`config.mk`:
```
export PLATFORM = sky130hd
export DESIGN_NAME = hs_speed_tracker
export DESIGN_NICKNAME = d
export VERILOG_FILES = /design/src/rtl/hst_pkg.sv /design/src/rtl/hst_datapath.sv /design/src/rtl/hst_control.sv /design/src/rtl/hs_speed_tracker.sv
export SDC_FILE = /design/constraint.sdc
export NUM_CORES = 1
export LEC_CHECK = 0
export BUFFER_PORTS_ARGS = -buffer_cell sky130_fd_sc_hd__buf_2
export CELL_PAD_IN_SITES_DETAIL_PLACEMENT = 1
export CELL_PAD_IN_SITES_GLOBAL_PLACEMENT = 1
export CORE_AREA = 2 2 58 60
export CTS_CLUSTER_SIZE = 8
export DETAILED_ROUTE_END_ITERATION = 12
export DIE_AREA = 0 0 60 62
export GPL_ROUTABILITY_DRIVEN = 0
export GPL_TIMING_DRIVEN = 1
export PLACE_DENSITY = 0.79
export SLEW_MARGIN = 10
export SYNTH_ARGS = -nofsm -noshare
export SYNTH_HDL_FRONTEND = slang
export SYNTH_SLANG_ARGS = --single-unit
```
`constraint.sdc`:
```
create_clock -name clk -period 2.4 [get_ports clk]
set_input_delay 0.24 -clock clk [delete_from_list [all_inputs] [get_ports clk]]
set_output_delay 0.24 -clock clk [all_outputs]
set_load 0.02 [all_outputs]
```
`src/rtl/hst_pkg.sv`:
```
package hst_pkg;
  localparam int DATA_BITS   = 8;
  localparam int MC_PREFIX_W = 5;
  localparam logic [MC_PREFIX_W-1:0] MC_PREFIX = 5'b00001;

  // Strobes from the bus datapath to the mode control
  typedef struct packed {
    logic start;
    logic rstart;
    logic stop;
    logic byteDone;
    logic ninthDone;
    logic nack;
  } busEvt_t;

  typedef enum logic [2:0] {
    ST_IDLE,
    ST_FIRST,
    ST_MC_ACK,
    ST_MC_WAIT,
    ST_XFER,
    ST_HS
  } speedSt_t;
endpackage

```
`src/rtl/hst_datapath.sv`:
```
module hst_datapath
  import hst_pkg::*;
#(
  parameter int BITS = DATA_BITS,
  parameter int SYNC = 2
) (
  input  logic            clk,
  input  logic            rstN,
  input  logic            sclIn,
  input  logic            sdaIn,
  output busEvt_t         evt,
  output logic [BITS-1:0] byteData,
  output logic            firstFlag
);
  localparam int CW = $clog2(BITS + 1);
  localparam logic [CW-1:0] LAST_DATA = CW'(BITS - 1);
  localparam logic [CW-1:0] ACK_SLOT  = CW'(BITS);

  logic [SYNC-1:0] sclSync, sdaSync;
  logic sclPrev, sdaPrev;
  logic sclS, sdaS;
  logic startCond, stopCond, sclRise;
  logic busy, firstPend;
  logic [CW-1:0] bitCnt;

  always_ff @(posedge clk) begin
    if (!rstN) begin
      sclSync <= '1;
      sdaSync <= '1;
      sclPrev <= 1'b1;
      sdaPrev <= 1'b1;
    end else begin
      sclSync <= {sclSync[SYNC-2:0], sclIn};
      sdaSync <= {sdaSync[SYNC-2:0], sdaIn};
      sclPrev <= sclS;
      sdaPrev <= sdaS;
    end
  end

  assign sclS      = sclSync[SYNC-1];
  assign sdaS      = sdaSync[SYNC-1];
  assign startCond = sclS & sclPrev & sdaPrev & ~sdaS;
  assign stopCond  = sclS & sclPrev & ~sdaPrev & sdaS;
  assign sclRise   = sclS & ~sclPrev;

  always_ff @(posedge clk) begin
    if (!rstN) begin
      evt       <= '0;
      busy      <= 1'b0;
      firstPend <= 1'b0;
      firstFlag <= 1'b0;
      bitCnt    <= '0;
      byteData  <= '0;
    end else begin
      evt <= '0;
      if (startCond) begin
        evt.start  <= ~busy;
        evt.rstart <= busy;
        busy       <= 1'b1;
        firstPend  <= 1'b1;
        bitCnt     <= '0;
      end else if (stopCond) begin
        evt.stop  <= 1'b1;
        busy      <= 1'b0;
        firstPend <= 1'b0;
        bitCnt    <= '0;
      end else if (sclRise && busy) begin
        if (bitCnt == ACK_SLOT) begin
          evt.ninthDone <= 1'b1;
          evt.nack      <= sdaS;
          bitCnt        <= '0;
        end else begin
          byteData <= {byteData[BITS-2:0], sdaS};
          bitCnt   <= bitCnt + 1'b1;
          if (bitCnt == LAST_DATA) begin
            evt.byteDone <= 1'b1;
            firstFlag    <= firstPend;
            firstPend    <= 1'b0;
          end
        end
      end
    end
  end

  a_r4_cnt_bound: assert property (@(posedge clk) disable iff (!rstN)
    bitCnt <= ACK_SLOT);
  a_r2_evt_onehot: assert property (@(posedge clk) disable iff (!rstN)
    $onehot0({evt.start, evt.rstart, evt.stop, evt.byteDone, evt.ninthDone}));
  a_r3_rstart_in_xfer: assert property (@(posedge clk) disable iff (!rstN)
    evt.rstart |-> $past(busy));
endmodule

```
`src/rtl/hst_control.sv`:
```
module hst_control
  import hst_pkg::*;
#(
  parameter int BITS = DATA_BITS
) (
  input  logic            clk,
  input  logic            rstN,
  input  busEvt_t         evt,
  input  logic [BITS-1:0] byteData,
  input  logic            ackReq,
  output logic            hsMode,
  output logic            sdaDriveReq
);
  speedSt_t state, stateNx;
  logic isMc;

  assign isMc = (byteData[BITS-1 -: MC_PREFIX_W] == MC_PREFIX);

  always_comb begin
    stateNx = state;
    if (evt.stop) begin
      stateNx = ST_IDLE;
    end else if (evt.start || evt.rstart) begin
      if (state == ST_MC_WAIT || state == ST_HS) stateNx = ST_HS;
      else                                       stateNx = ST_FIRST;
    end else begin
      case (state)
        ST_FIRST:  if (evt.byteDone)  stateNx = isMc ? ST_MC_ACK : ST_XFER;
        ST_MC_ACK: if (evt.ninthDone) stateNx = evt.nack ? ST_MC_WAIT : ST_XFER;
        default:   stateNx = state;
      endcase
    end
  end

  always_ff @(posedge clk) begin
    if (!rstN) state <= ST_IDLE;
    else       state <= stateNx;
  end

  assign hsMode      = (state == ST_HS);
  assign sdaDriveReq = ackReq & (state != ST_MC_ACK);

  a_r6_entry_on_rstart: assert property (@(posedge clk) disable iff (!rstN)
    $rose(hsMode) |-> $past(evt.rstart));
  a_r7_hs_holds: assert property (@(posedge clk) disable iff (!rstN)
    (hsMode && !evt.stop) |=> hsMode);
  a_r8_stop_clears: assert property (@(posedge clk) disable iff (!rstN)
    evt.stop |=> !hsMode);
endmodule

```
`src/rtl/hs_speed_tracker.sv`:
```
module hs_speed_tracker
  import hst_pkg::*;
#(
  parameter int SYNC = 2
) (
  input  logic                 clk,
  input  logic                 rstN,
  input  logic                 sclIn,
  input  logic                 sdaIn,
  input  logic                 ackReq,
  output logic                 hsMode,
  output logic                 sdaDriveReq,
  output logic                 byteValid,
  output logic [DATA_BITS-1:0] byteData,
  output logic                 isFirstByte,
  output logic                 startPulse,
  output logic                 rstartPulse,
  output logic                 stopPulse
);
  busEvt_t evt;
  logic firstFlag;

  hst_datapath #(.BITS(DATA_BITS), .SYNC(SYNC)) i_datapath (
    .clk(clk), .rstN(rstN), .sclIn(sclIn), .sdaIn(sdaIn),
    .evt(evt), .byteData(byteData), .firstFlag(firstFlag)
  );

  hst_control #(.BITS(DATA_BITS)) i_control (
    .clk(clk), .rstN(rstN), .evt(evt), .byteData(byteData),
    .ackReq(ackReq), .hsMode(hsMode), .sdaDriveReq(sdaDriveReq)
  );

  assign byteValid   = evt.byteDone;
  assign isFirstByte = evt.byteDone & firstFlag;
  assign startPulse  = evt.start;
  assign rstartPulse = evt.rstart;
  assign stopPulse   = evt.stop;
endmodule

```
# == Word level (Yosys, flattened, before mapping) ==
# Cells that the tools add are included.
# word_totals
register_bits,30
input_bits,5
wordCells,81
out_inout_bits,15
# op_classes
n_reduce_logical,18
add_sub_neg,1
muxes,18
eq_ne,11
n_bitwise,17
# op_table
cell,n
3-bit 2-to-1 mux,6
5-bit OR reduction,2
1-bit 2-to-1 mux,9
3-bit by 2-bit != test with 1-bit output (second input constant),3
1-bit inverter,9
3-bit nonzero test,3
1-bit AND,8
3-bit by 2-bit equality test with 1-bit output (second input constant),2
3-bit one-hot mux with 2 select lines,1
3-bit AND reduction,2
5-bit by 1-bit equality test with 1-bit output (second input constant),1
5-bit AND reduction,1
4-bit by 1-bit adder with 4-bit output (second input constant),1
4-bit by 3-bit equality test with 1-bit output (second input constant),1
4-bit equality test (second input constant),1
4-bit 2-to-1 mux,1
4-bit AND reduction,1
2-bit OR reduction,2
4-bit OR reduction,1
3-bit by 1-bit equality test with 1-bit output (second input constant),1
3-bit equality test (second input constant),1
3-bit by 1-bit != test with 1-bit output (second input constant),1
3-bit OR reduction,1
1-bit logical OR,2
other kinds (4),4

# == Depth between registers and ports, before layout ==
# Gate-level depths: netlist of run 1.
# logic_depth
word_depth,6
mapped_depth,6
mapped_depth_nobuf,6

# == Cells and area by module ==
# A second synthesis of run 1 with hierarchy kept.
# unflattened
cells_unflattened,147
area_unflattened_um2,1310.0
# modules_own_cells
module,area_per_inst_um2,n_inst,seq_area_each_um2,cells_per_inst
hst_datapath,1017.2,1,540.5,110
hst_control,286.5,1,60.1,36
hs_speed_tracker,6.3,1,0.0,1

# == Worst setup path before layout of run 1 ==
# OpenSTA, ideal clock, no wires.
# synth_timing
kind,register to register
from,reg i_datapath.byteData[3]
to,reg i_control.state[2]
setup_time_ns,0.116
arrival_time_ns,1.282
slack_ns,1.001
required_ns,2.284
path_buffers,0
path_stages_with_launch,5
synth_period_minus_slack_ns,1.399
cell_sequence,dfxtp_1 > nor3b_1 > a31oi_1 > o221a_1 > o211a_1
# synth_between
elab_chain_cells,5
# synth_rtl
element,line_no,text
start: declaration,hst_datapath.sv:12,"output logic [BITS-1:0] byteData,"
start signal: assignment,hst_datapath.sv:73,"byteData <= {byteData[BITS-2:0], sdaS};"
5-bit by 1-bit equality test with 1-bit output,hst_control.sv:17,assign isMc = (byteData[BITS-1 -: MC_PREFIX_W] == MC_PREFIX);
3-bit 2-to-1 mux (2 in series),hst_control.sv:28,ST_FIRST: if (evt.byteDone) stateNx = isMc ? ST_MC_ACK : ST_XFER;
3-bit one-hot mux with 2 select lines,hst_control.sv:27,case (state)
3-bit 2-to-1 mux,hst_control.sv:23,end else if (evt.start || evt.rstart) begin
end signal: assignment,hst_control.sv:37,else state <= stateNx;
end: declaration,hst_control.sv:14,"speedSt_t state, stateNx;"
# Every way passes these cells. The select of a mux whose other input is x is not followed.
# A chain may end at the register's enable or synchronous reset.

# == Worst setup path in the final report of run 1 ==
# layout_timing
from,reg i_control.state[1]
to,out sdaDriveReq
# layout_between
elab_chain_cells,2
# layout_rtl
element,line_no,text
3-bit by 2-bit != test with 1-bit output,hst_control.sv:41,assign sdaDriveReq = ackReq & (state != ST_MC_ACK);
1-bit AND,hst_control.sv:41,
end: declaration,hs_speed_tracker.sv:12,"output logic sdaDriveReq,"
# Every way passes these cells.

==> impl_metrics.toml, run 1 <==
[yosys]
synth_edf_count = 0
ys_seq_area_share_pct = 46.6
syn-num-nets = 147
synth_warnings = 0
synthArstFlopShare_pct = 0
ys_ff_latch = 30
avgSynthCellArea_um2 = 9.20
yosysUniqueCellTypes = 41
synth_ff_type = "dfxtp_1"
synthesis.area_um2 = 1290
netlist_instances = 140

[min_path]
min_path_type = "in -> reg"

[power]
cellPowerDensity_nw_per_um2 = 628
p_comb_share_pct = 3.6
seq_power_share_pct = 54.0
max-vdd-ir-drop_mv = 0.337
p_leak_uw = 0.000621
p_sw_uw = 209
internal_power_uw = 738
sw_frac_of_total_pct = 22.1
pwr-share-clk_pct = 42.4

[clock_network]
post-cts-setup-buffers = 0
clk_pin_slew_ns = 0.10
clock_latency_ns = 0.34
clock-sinks = 30
cts_tree = "yes"
cts_root_buffer = "clkbuf_4"
cts_buffers = 5
cts.hold.buffers_added = 0
htree_levels = 2
clk_path_buf_depth = 2
cts_resized = 0

[timing]
setup_viol = 0
rsz0062_at_grt = "no"
slew_headroom_pct = 60.5
slew_viol_final = 0
fmax_mhz = 551
setup-tns-final_ns = 0
hold_viol_final = 0
fin_skew_ns = 0.00995
finalCritPeriodShare_pct = 75.6
tightest_slew_ns = 0.589
min_period_ns = 1.82

[routing]
ant_nets = 0
drt_iter0_markers = 29
wl_per_cell_um = 12.9
first_pass_iters = 4
route.detailed.drc = 0
wl_um = 2710
dr_total_vias = 1083
vias_per_cell = 5.16

[die]
placementRows = 21
die_area_um2 = 3720
io_pins = 20
fp.dieW_um = 60
fp.dieH_um = 62
core_region_area_um2 = 3180
start_util_pct = 40.5

[finish]
ff_latch_area_um2 = 601
antenna_cells = 0
stdcell_count = 210
fillCellCount = 386
drive_above_1_share_pct = 21.3
nets = 170
synthToLayoutAreaGrowth_pct = 17.1
multi_input_area_um2 = 649

[worst_setup_path]
critPathLaunch = "i_control.state[1]"
arrival_ns = 1.58
crit_slowest_cell = "dfxtp_1"
r2r-end = "i_control.state[2]"
crit_chain = "or3b_1 -> and2_2 -> buf_2"
path_max_fanout = 8
slowest_delay_ns = 0.47
regToRegSetupSlack_ns = 0.93
reg2reg_from = "i_datapath.byteData[3]"
crit_path_end_kind = "output pin"
required_ns = 2.16
cp-endpoint = "sdaDriveReq"
crit_type = "reg -> out"
r2r_cells = 4
start_kind = "register"

[global_routing]
antenna_found_initial = 0
grt_max_degree = 21
grt-ovfl-total = 0
first_global_vias = 1014
grt_use_total_pct = 16.2
grt_pass1_wl_um = 4330

[placement]
io_buffers = 19
dp_hpwl_um = 2080
dp_cells = 202

[flow_run]
maxCapViolations = 0

[status]
status = "finished, final reports clean"
==> registers in the layout (all words and copies together), names as in the netlist <==
name,flops
i_datapath.sdaPrev,1
i_control.state,3
i_datapath.evt,6
i_datapath.firstPend,1
i_datapath.sclSync,2
i_datapath.byteData,8
i_datapath.sdaSync,2
i_datapath.bitCnt,4
i_datapath.busy,1
i_datapath.sclPrev,1
i_datapath.firstFlag,1
==> cell families (layout without fill, tap and decap cells) <==
kind of cell	after synthesis	in the layout	synth area share [%]
DFF	30	30	46.6
muxes	5	5	3.89
adders and majority gates	2	2	1.94
AOI/OAI and AO/OA	27	27	15.5
xor gates and xnor gates	1	1	0.680
buffers and inverters	9	33	2.92
and+or+nand+nor	66	66	28.4
==> worst max-delay path: cells and delay by family, from the launching register on <==
kind	cells	cell delay [ns]
simple gates	2	0.63
buf+inv	1	0.15
flops	1	0.47
==> through the flow <==
stage / cell area [um2] / hold slack, ns / util, % / setup WS, ns / power [uW]
finish: 1510 / 0.0720 / 47.4 / 0.585 / 947
global placement: 1430 / 0.392 / 44.8 / 0.977 / 555
floorplan: 1290 / 0.341 / - / 1.00 / 546
CTS: 1510 / 0.0639 / 47.4 / 0.581 / 960
detailed placement: 1430 / 0.393 / 44.8 / 0.949 / 557
global route: 1510 / 0.0652 / 47.4 / 0.526 / 984
==> how the worst min path moves through the flow <==
stage,start,to,cells past startpoint
after floorplan,sclIn,i_datapath.sclSync[0],1
after global placement,i_datapath.sdaSync[0],i_datapath.sdaSync[1],1
after detailed placement,i_datapath.sdaSync[0],i_datapath.sdaSync[1],1
after CTS,sclIn,i_datapath.sclSync[0],2
after global routing,sclIn,i_datapath.sclSync[0],2
final,sclIn,i_datapath.sclSync[0],2
==> cell type report <==
class | instances | share of cell area (%)
Inverter | 6 | 1.49
Sequential cell | 30 | 39.8
Multi-Input combinational cell | 101 | 43.1
Clock buffer | 5 | 2.49
Tap cell | 46 | 3.82
Clock inverter | 3 | 2.99
Timing Repair Buffer | 19 | 6.31
==> power by group through the flow <==
stage	sequential (uW)	clock [uW]	combinational, uW
2_1_floorplan	522	0	23.6
3_3_place_gp	523	0	32.7
3_5_place_dp	523	0	34.2
4_1_cts	512	414	34.4
5_1_grt	513	434	37.0
6_report	512	401	33.8
==> synth_stat cells, drive strengths merged (2+ instances only) <==
library cell	n	area share, %
dfxtp	30	47
nand2	19	5.7
nor2	9	2.6
nand3	7	2.7
inv	6	1.7
nand2b	6	2.9
o21ai	6	2.3
a21boi	5	2.9
a21oi	5	1.9
mux2i	5	3.9
nor2b	5	2.4
and2	4	2.0
nor3	3	1.2
nor3b	3	2.6
a31oi	2	0.97
clkbuf	2	0.58
ha	2	1.9
nand3b	2	1.5
o2111ai	2	1.4
==> cell usage in the layout (no fill, tap or decap), types with 3 or more instances in the layout <==
cell / n
dfxtp_1: 30
buf_2: 19
nand2_1: 18
nor2_1: 9
nand3_1: 7
inv_1: 6
nand2b_1: 6
a21oi_1: 5
o21ai_0: 5
nor2b_1: 5
mux2i_1: 5
a21boi_0: 5
clkbuf_4: 5
nor3_1: 3
and2_1: 3
==> routing by layer <==
| layer | track usage [%] | vias up | wire length [um] |
|---|---|---|---|
| met2 | 27.8 | 24 | 1360 |
| met3 | 6.42 | 8 | 129 |
| met4 | 9.21 | 0 | 64 |
| met1 | 17.0 | 514 | 1150 |
| li1 | - | 537 | - |
| met5 | 0 | - | 0 |
Note: power is estimated with default switching activity, not from simulation.
==> run 2, diff against run 1 <==
- CORE_AREA: 2 2 58 60 -> 2 2 62 64
- DIE_AREA: 0 0 60 62 -> 0 0 64 66
- PLACE_DENSITY: 0.79 -> 0.74
- clock period: 2.4 -> 1.5 ns (I/O delays scaled with it)
==> run 2 against run 1 <==
Effect of this change: worst hold slack improved by 0.093 ns; sequential cell count unchanged; sequential power increased by 58%; via count increased by 1.2%; cell count increased by 6.7%; non-clock buffer count increased by 13; critical path depth unchanged; clock power increased by 10%; combinational power increased by 120%; die area increased by 14%; count of clock-buffer cells in the layout unchanged.
==> impl_metrics.toml, run 2 (synthesized netlist as in run 1, its figures left out) <==
[status]
status = "finished, final reports clean"

[min_path]
hold_depth = 3
min_path_type = "in -> reg"
hold_end = "i_datapath.sclSync[1]"
hp-start = "rstN"

[global_routing]
grt_use_total_pct = 16.3
antenna_found_initial = 0
grt-ovfl-total = 0
grt_pass1_wl_um = 5190
grt_max_degree = 12
first_global_vias = 1121

[worst_setup_path]
r2r_cells = 5
required_ns = 1.35
regToRegSetupSlack_ns = 0.14
path_max_fanout = 2
arrival_ns = 1.35
reg2reg_from = "i_control.state[1]"
crit_type = "reg -> out"
start_kind = "register"
r2r-end = "i_control.state[2]"
crit_path_end_kind = "output pin"

[power]
max-vdd-ir-drop_mv = 0.535
p_leak_uw = 0.000690
total_power_uw = 1330
cellPowerDensity_nw_per_um2 = 825

[routing]
ant_nets = 0
first_pass_iters = 4
wl_um = 2980
vias_per_cell = 4.89
drt_iter0_markers = 22
wl_per_cell_um = 13.3
dr_total_vias = 1096
route.detailed.drc = 0

[clock_network]
clk_path_buf_depth = 2
htree_levels = 2
cts_buffers = 5
clock-sinks = 30
clk_pin_slew_ns = 0.10
clock_latency_ns = 0.34
cts_root_buffer = "clkbuf_4"
cts_tree = "yes"

[timing]
finalCritPeriodShare_pct = 99.9
slew_viol_final = 0
fin_ws_ns = 0.00151
fmax_mhz = 667
fin_skew_ns = 0.0156
rsz0062_at_grt = "yes"
min_period_ns = 1.50
slew_headroom_pct = 81.3
tightest_slew_ns = 0.280
setup_viol = 0
hold_viol_final = 0

[finish]
fillCellCount = 422
final_common_cell = "dfxtp_1"
largest_registers = "i_datapath.byteData: 8 flops, i_datapath.evt: 6 flops, i_datapath.bitCnt: 4 flops"
synthToLayoutAreaGrowth_pct = 25.2
antenna_cells = 0
nets = 183
largest_reg_flops = 8
final_cell_mix = "dfxtp_1, nand2_1, buf_2"
drive_above_1_share_pct = 29.0
design_area_um2 = 1610
regMostFlops = "i_datapath.byteData"

[die]
fp.dieW_um = 64
placementRows = 22
core_region_area_um2 = 3550
io_pins = 20
die_area_um2 = 4220
start_util_pct = 36.3
fp.dieH_um = 66

[placement]
dp_slack_ns = 0.142
placed_area_um2 = 1480
io_buffers = 19
dp_hpwl_um = 2180

[flow_run]
maxCapViolations = 0
## run 2: stage by stage
| step | hold WS (ns) | std cells | TNS, ns | util (%) |
|---|---|---|---|---|
| after floorplan | 0.251 | 140 | 0 | - |
| after global placement | 0.334 | 211 | 0 | 41.7 |
| after detailed placement | 0.338 | 211 | 0 | 41.7 |
| after CTS | 0.158 | 224 | -0.00352 | 45.0 |
| after global routing | 0.187 | 224 | -0.0401 | 45.4 |
| final | 0.165 | 224 | 0 | 45.4 |
## run 2: worst max path at each step
stage                                       from                  to  slack, ns  cells after the start
after floorplan           i_datapath.byteData[3]  i_control.state[2]       0.10                      4
after global placement    i_datapath.byteData[3]  i_control.state[2]       0.18                      4
after detailed placement  i_datapath.byteData[3]  i_control.state[2]       0.14                      4
after CTS                     i_control.state[0]         sdaDriveReq     -0.004                      3
after global routing          i_control.state[0]         sdaDriveReq      -0.04                      3
final                         i_control.state[0]         sdaDriveReq      0.002                      3
## run 2: layout make-up
cell class	instances	area, um2	area share, %
Sequential cell	30	612	38.0
Clock inverter	2	10.0	0.621
Timing Repair Buffer	32	206	12.8
Inverter	6	22.5	1.40
Multi-Input combinational cell	101	663	41.1
Clock buffer	5	37.5	2.33
Tap cell	48	60.1	3.73
## run 2: timing repair
action                     in CTS  in global routing
hold endpoints to repair        2                  0
resized for setup              10                  3
pin swaps                       2                  0
hold buffers                    2                  0
setup endpoints to repair       1                  3
buffers inserted                4                  0
## run 2: report_power, final
part | total (uW) | leakage (uW) | internal, uW | switching, uW
Combinational | 75.9 | 0.000414 | 38.5 | 37.3
Sequential | 811 | 0.000246 | 803 | 8.29
Clock | 442 | 0.0000308 | 168 | 274
## run 2: routing by layer
metal / GRT usage (%) / up-vias / wire (um)
met5: 0 / - / 0
met2: 29.2 / 16 / 1510
li1: - / 558 / -
met4: 8.97 / 0 / 74
met1: 17.8 / 514 / 1300
met3: 3.75 / 8 / 106
## run 2: critical path, cell delays in order, from the launching register on
cell and delay (ns):
dfxtp_4 0.35, or3b_4 0.39, and2_4 0.15, buf_6 0.12
==> run 3, diff against run 2 <==
- ABC_AREA: default -> 1
==> run 3 against run 2 <==
Effect of this change: synthesized cell count increased by 14%; global-route usage decreased by 1.1 points; count of clock-buffer cells in the layout increased by 1; core utilization decreased by 3.8 points; combinational power decreased by 6.2%; synthesized area decreased by 2.9%; critical path type is now reg -> reg; critical endpoint is now i_datapath.firstFlag.
==> impl_metrics.toml, run 3 <==
[min_path]
min_path_type = "in -> reg"
hold_depth = 2

[timing]
slew_headroom_pct = 70.5
tightest_slew_ns = 0.441
finalCritPeriodShare_pct = 93.3
setup-tns-final_ns = 0
rsz0062_at_grt = "no"
fin_ws_ns = 0.101
hold_viol_final = 0
slew_viol_final = 0
fin_skew_ns = 0.00794
hold_ws_ns = 0.0158
setup_viol = 0
fmax_mhz = 715
min_period_ns = 1.40

[yosys]
yosysTopAreaCell = "dfxtp_1"
synth_top_area_share_pct = 48.0
yosys-top-cells-area = "dfxtp_1, nand2_1, nor2_1, inv_1, nand3_1"
synth_edf_count = 0
synth_most_common_cell = "dfxtp_1"
synth_ff_type = "dfxtp_1"
yosysUniqueCellTypes = 22
netlist_instances = 159
ys_ff_latch = 30
synthesis.area_um2 = 1250
ys_seq_area_share_pct = 48.0
syn-num-nets = 166
synthArstFlopShare_pct = 0
synth.top_cells.by_count = "dfxtp_1, nand2_1, nor2_1"
synth_warnings = 0
avgSynthCellArea_um2 = 7.86

[die]
fp.dieH_um = 66
start_util_pct = 35.2
io_pins = 20
fp.dieW_um = 64
die_area_um2 = 4220
core_region_area_um2 = 3550
placementRows = 22

[finish]
largest_registers = "i_datapath.byteData: 8 flops, i_datapath.evt: 6 flops, i_datapath.bitCnt: 4 flops"
final_common_cell = "dfxtp_1"
synthToLayoutAreaGrowth_pct = 18.1
regMostFlops = "i_datapath.byteData"
antenna_cells = 0
final_cell_mix = "dfxtp_1, nand2_1, nor2_1"
post-route-util_pct = 41.6
nets = 196
largest_reg_flops = 8
drive_above_1_share_pct = 26.1

[worst_setup_path]
path_max_fanout = 9
crit_path_end_kind = "register"
cp-endpoint = "i_datapath.firstFlag"
critPathLaunch = "i_datapath.bitCnt[0]"
crit_slowest_cell = "dfxtp_1"
required_ns = 1.76
reg2reg_from = "i_datapath.bitCnt[0]"
path_depth = 8
regToRegSetupSlack_ns = 0.10
start_kind = "register"
r2r_cells = 8
crit_type = "reg -> reg"
r2r-end = "i_datapath.firstFlag"
crit_family = "flip-flops"
arrival_ns = 1.66
critPathBufInv = 3
crit_chain = "inv_1 -> ha_1 -> nand3_1 -> inv_2 -> nor2_8 -> buf_4 -> nand3_4 -> a21oi_2"
slowest_delay_ns = 0.38

[clock_network]
cts_root_buffer = "clkbuf_4"
clock-sinks = 30
clk_path_buf_depth = 2
post-cts-setup-buffers = 0
cts_tree = "yes"
cts_buffers = 5
clock_latency_ns = 0.33
htree_levels = 2
cts_resized = 0
clk_pin_slew_ns = 0.08
cts.hold.buffers_added = 0

[global_routing]
grt_max_degree = 14
grt_pass1_wl_um = 4860
antenna_found_initial = 0
grt-ovfl-total = 0
first_global_vias = 1143
grt_use_total_pct = 15.2

[routing]
wl_per_cell_um = 12.4
dr_total_vias = 1119
drt_iter0_markers = 38
vias_per_cell = 4.74
ant_nets = 0
first_pass_iters = 4
wl_um = 2920
route.detailed.drc = 0

[flow_run]
maxCapViolations = 0

[placement]
io_buffers = 19
dp_slack_ns = 0.0858
dp_hpwl_um = 2270

[power]
cellPowerDensity_nw_per_um2 = 912
p_leak_uw = 0.000724
max-vdd-ir-drop_mv = 0.498

[status]
status = "finished, final reports clean"
run 3: cell count changes after synthesis, moves of 4 or more:
cell | before | now
or2_2 | 1 | 5
nand3_1 | 7 | 12
nand2b_1 | 6 | 0
inv_2 | 0 | 6
nor2b_1 | 5 | 0
o21ai_1 | 1 | 8
mux2i_1 | 5 | 0
a21boi_0 | 5 | 0
inv_1 | 6 | 19
nor2_1 | 9 | 24
nand2_1 | 18 | 25
run 3: report_power, final:
group          internal [uW]  total [uW]  switching, uW
sequential               810         819           9.81
clock                    211         456            245
combinational           26.1        71.2           45.1
run 3: kinds of logic after synthesis:
logic type,synth area share [%]
AO/OA/AOI/OAI,8.71
adder cells (fa/ha/maj),2.00
buffers and inverters,9.51
flip-flops,48.0
AND/OR/NAND/NOR,31.7
run 3: through the flow:
stage	instances	instance area (um2)	total power [uW]
finish	236	1480	1350
global placement	226	1400	904
CTS	232	1450	1360
detailed placement	226	1400	910
global route	236	1480	1410
floorplan	159	1250	883
run 3: layout make-up:
class | count | area [um2]
clock buffers | 6 | 51.3
fillers | 469 | 2070
inverters | 25 | 93.8
multi-input cells | 102 | 531
flip-flops and latches | 30 | 601
well taps | 48 | 60.1
repair buffers | 25 | 140
run 3: how the worst min path moves through the flow:
| stage | from | to | slack, ns |
|---|---|---|---|
| after detailed placement | sclIn | i_datapath.sclSync[0] | 0.35 |
| after floorplan | sclIn | i_datapath.sclSync[0] | 0.26 |
| after CTS | sclIn | i_datapath.sclSync[0] | 0.004 |
| after global placement | sclIn | i_datapath.sclSync[0] | 0.34 |
| after global routing | sclIn | i_datapath.sclSync[0] | 0.008 |
| final | sclIn | i_datapath.sclSync[0] | 0.02 |
run 3: worst register-to-register path: cells and delay by family, from the launching register on:
kind / cells / cell delay (ns)
flip-flops: 1 / 0.38
AND/OR/NAND/NOR: 3 / 0.33
AO/OA/AOI/OAI: 1 / 0.12
buffers and inverters: 3 / 0.32
adder cells (fa/ha/maj): 1 / 0.20
run 3: layer usage:
layer	wire length [um]	GRT usage [%]
met1	1180	15.7
met2	1590	28.3
met3	97	3.24
met4	59	8.97
met5	0	0
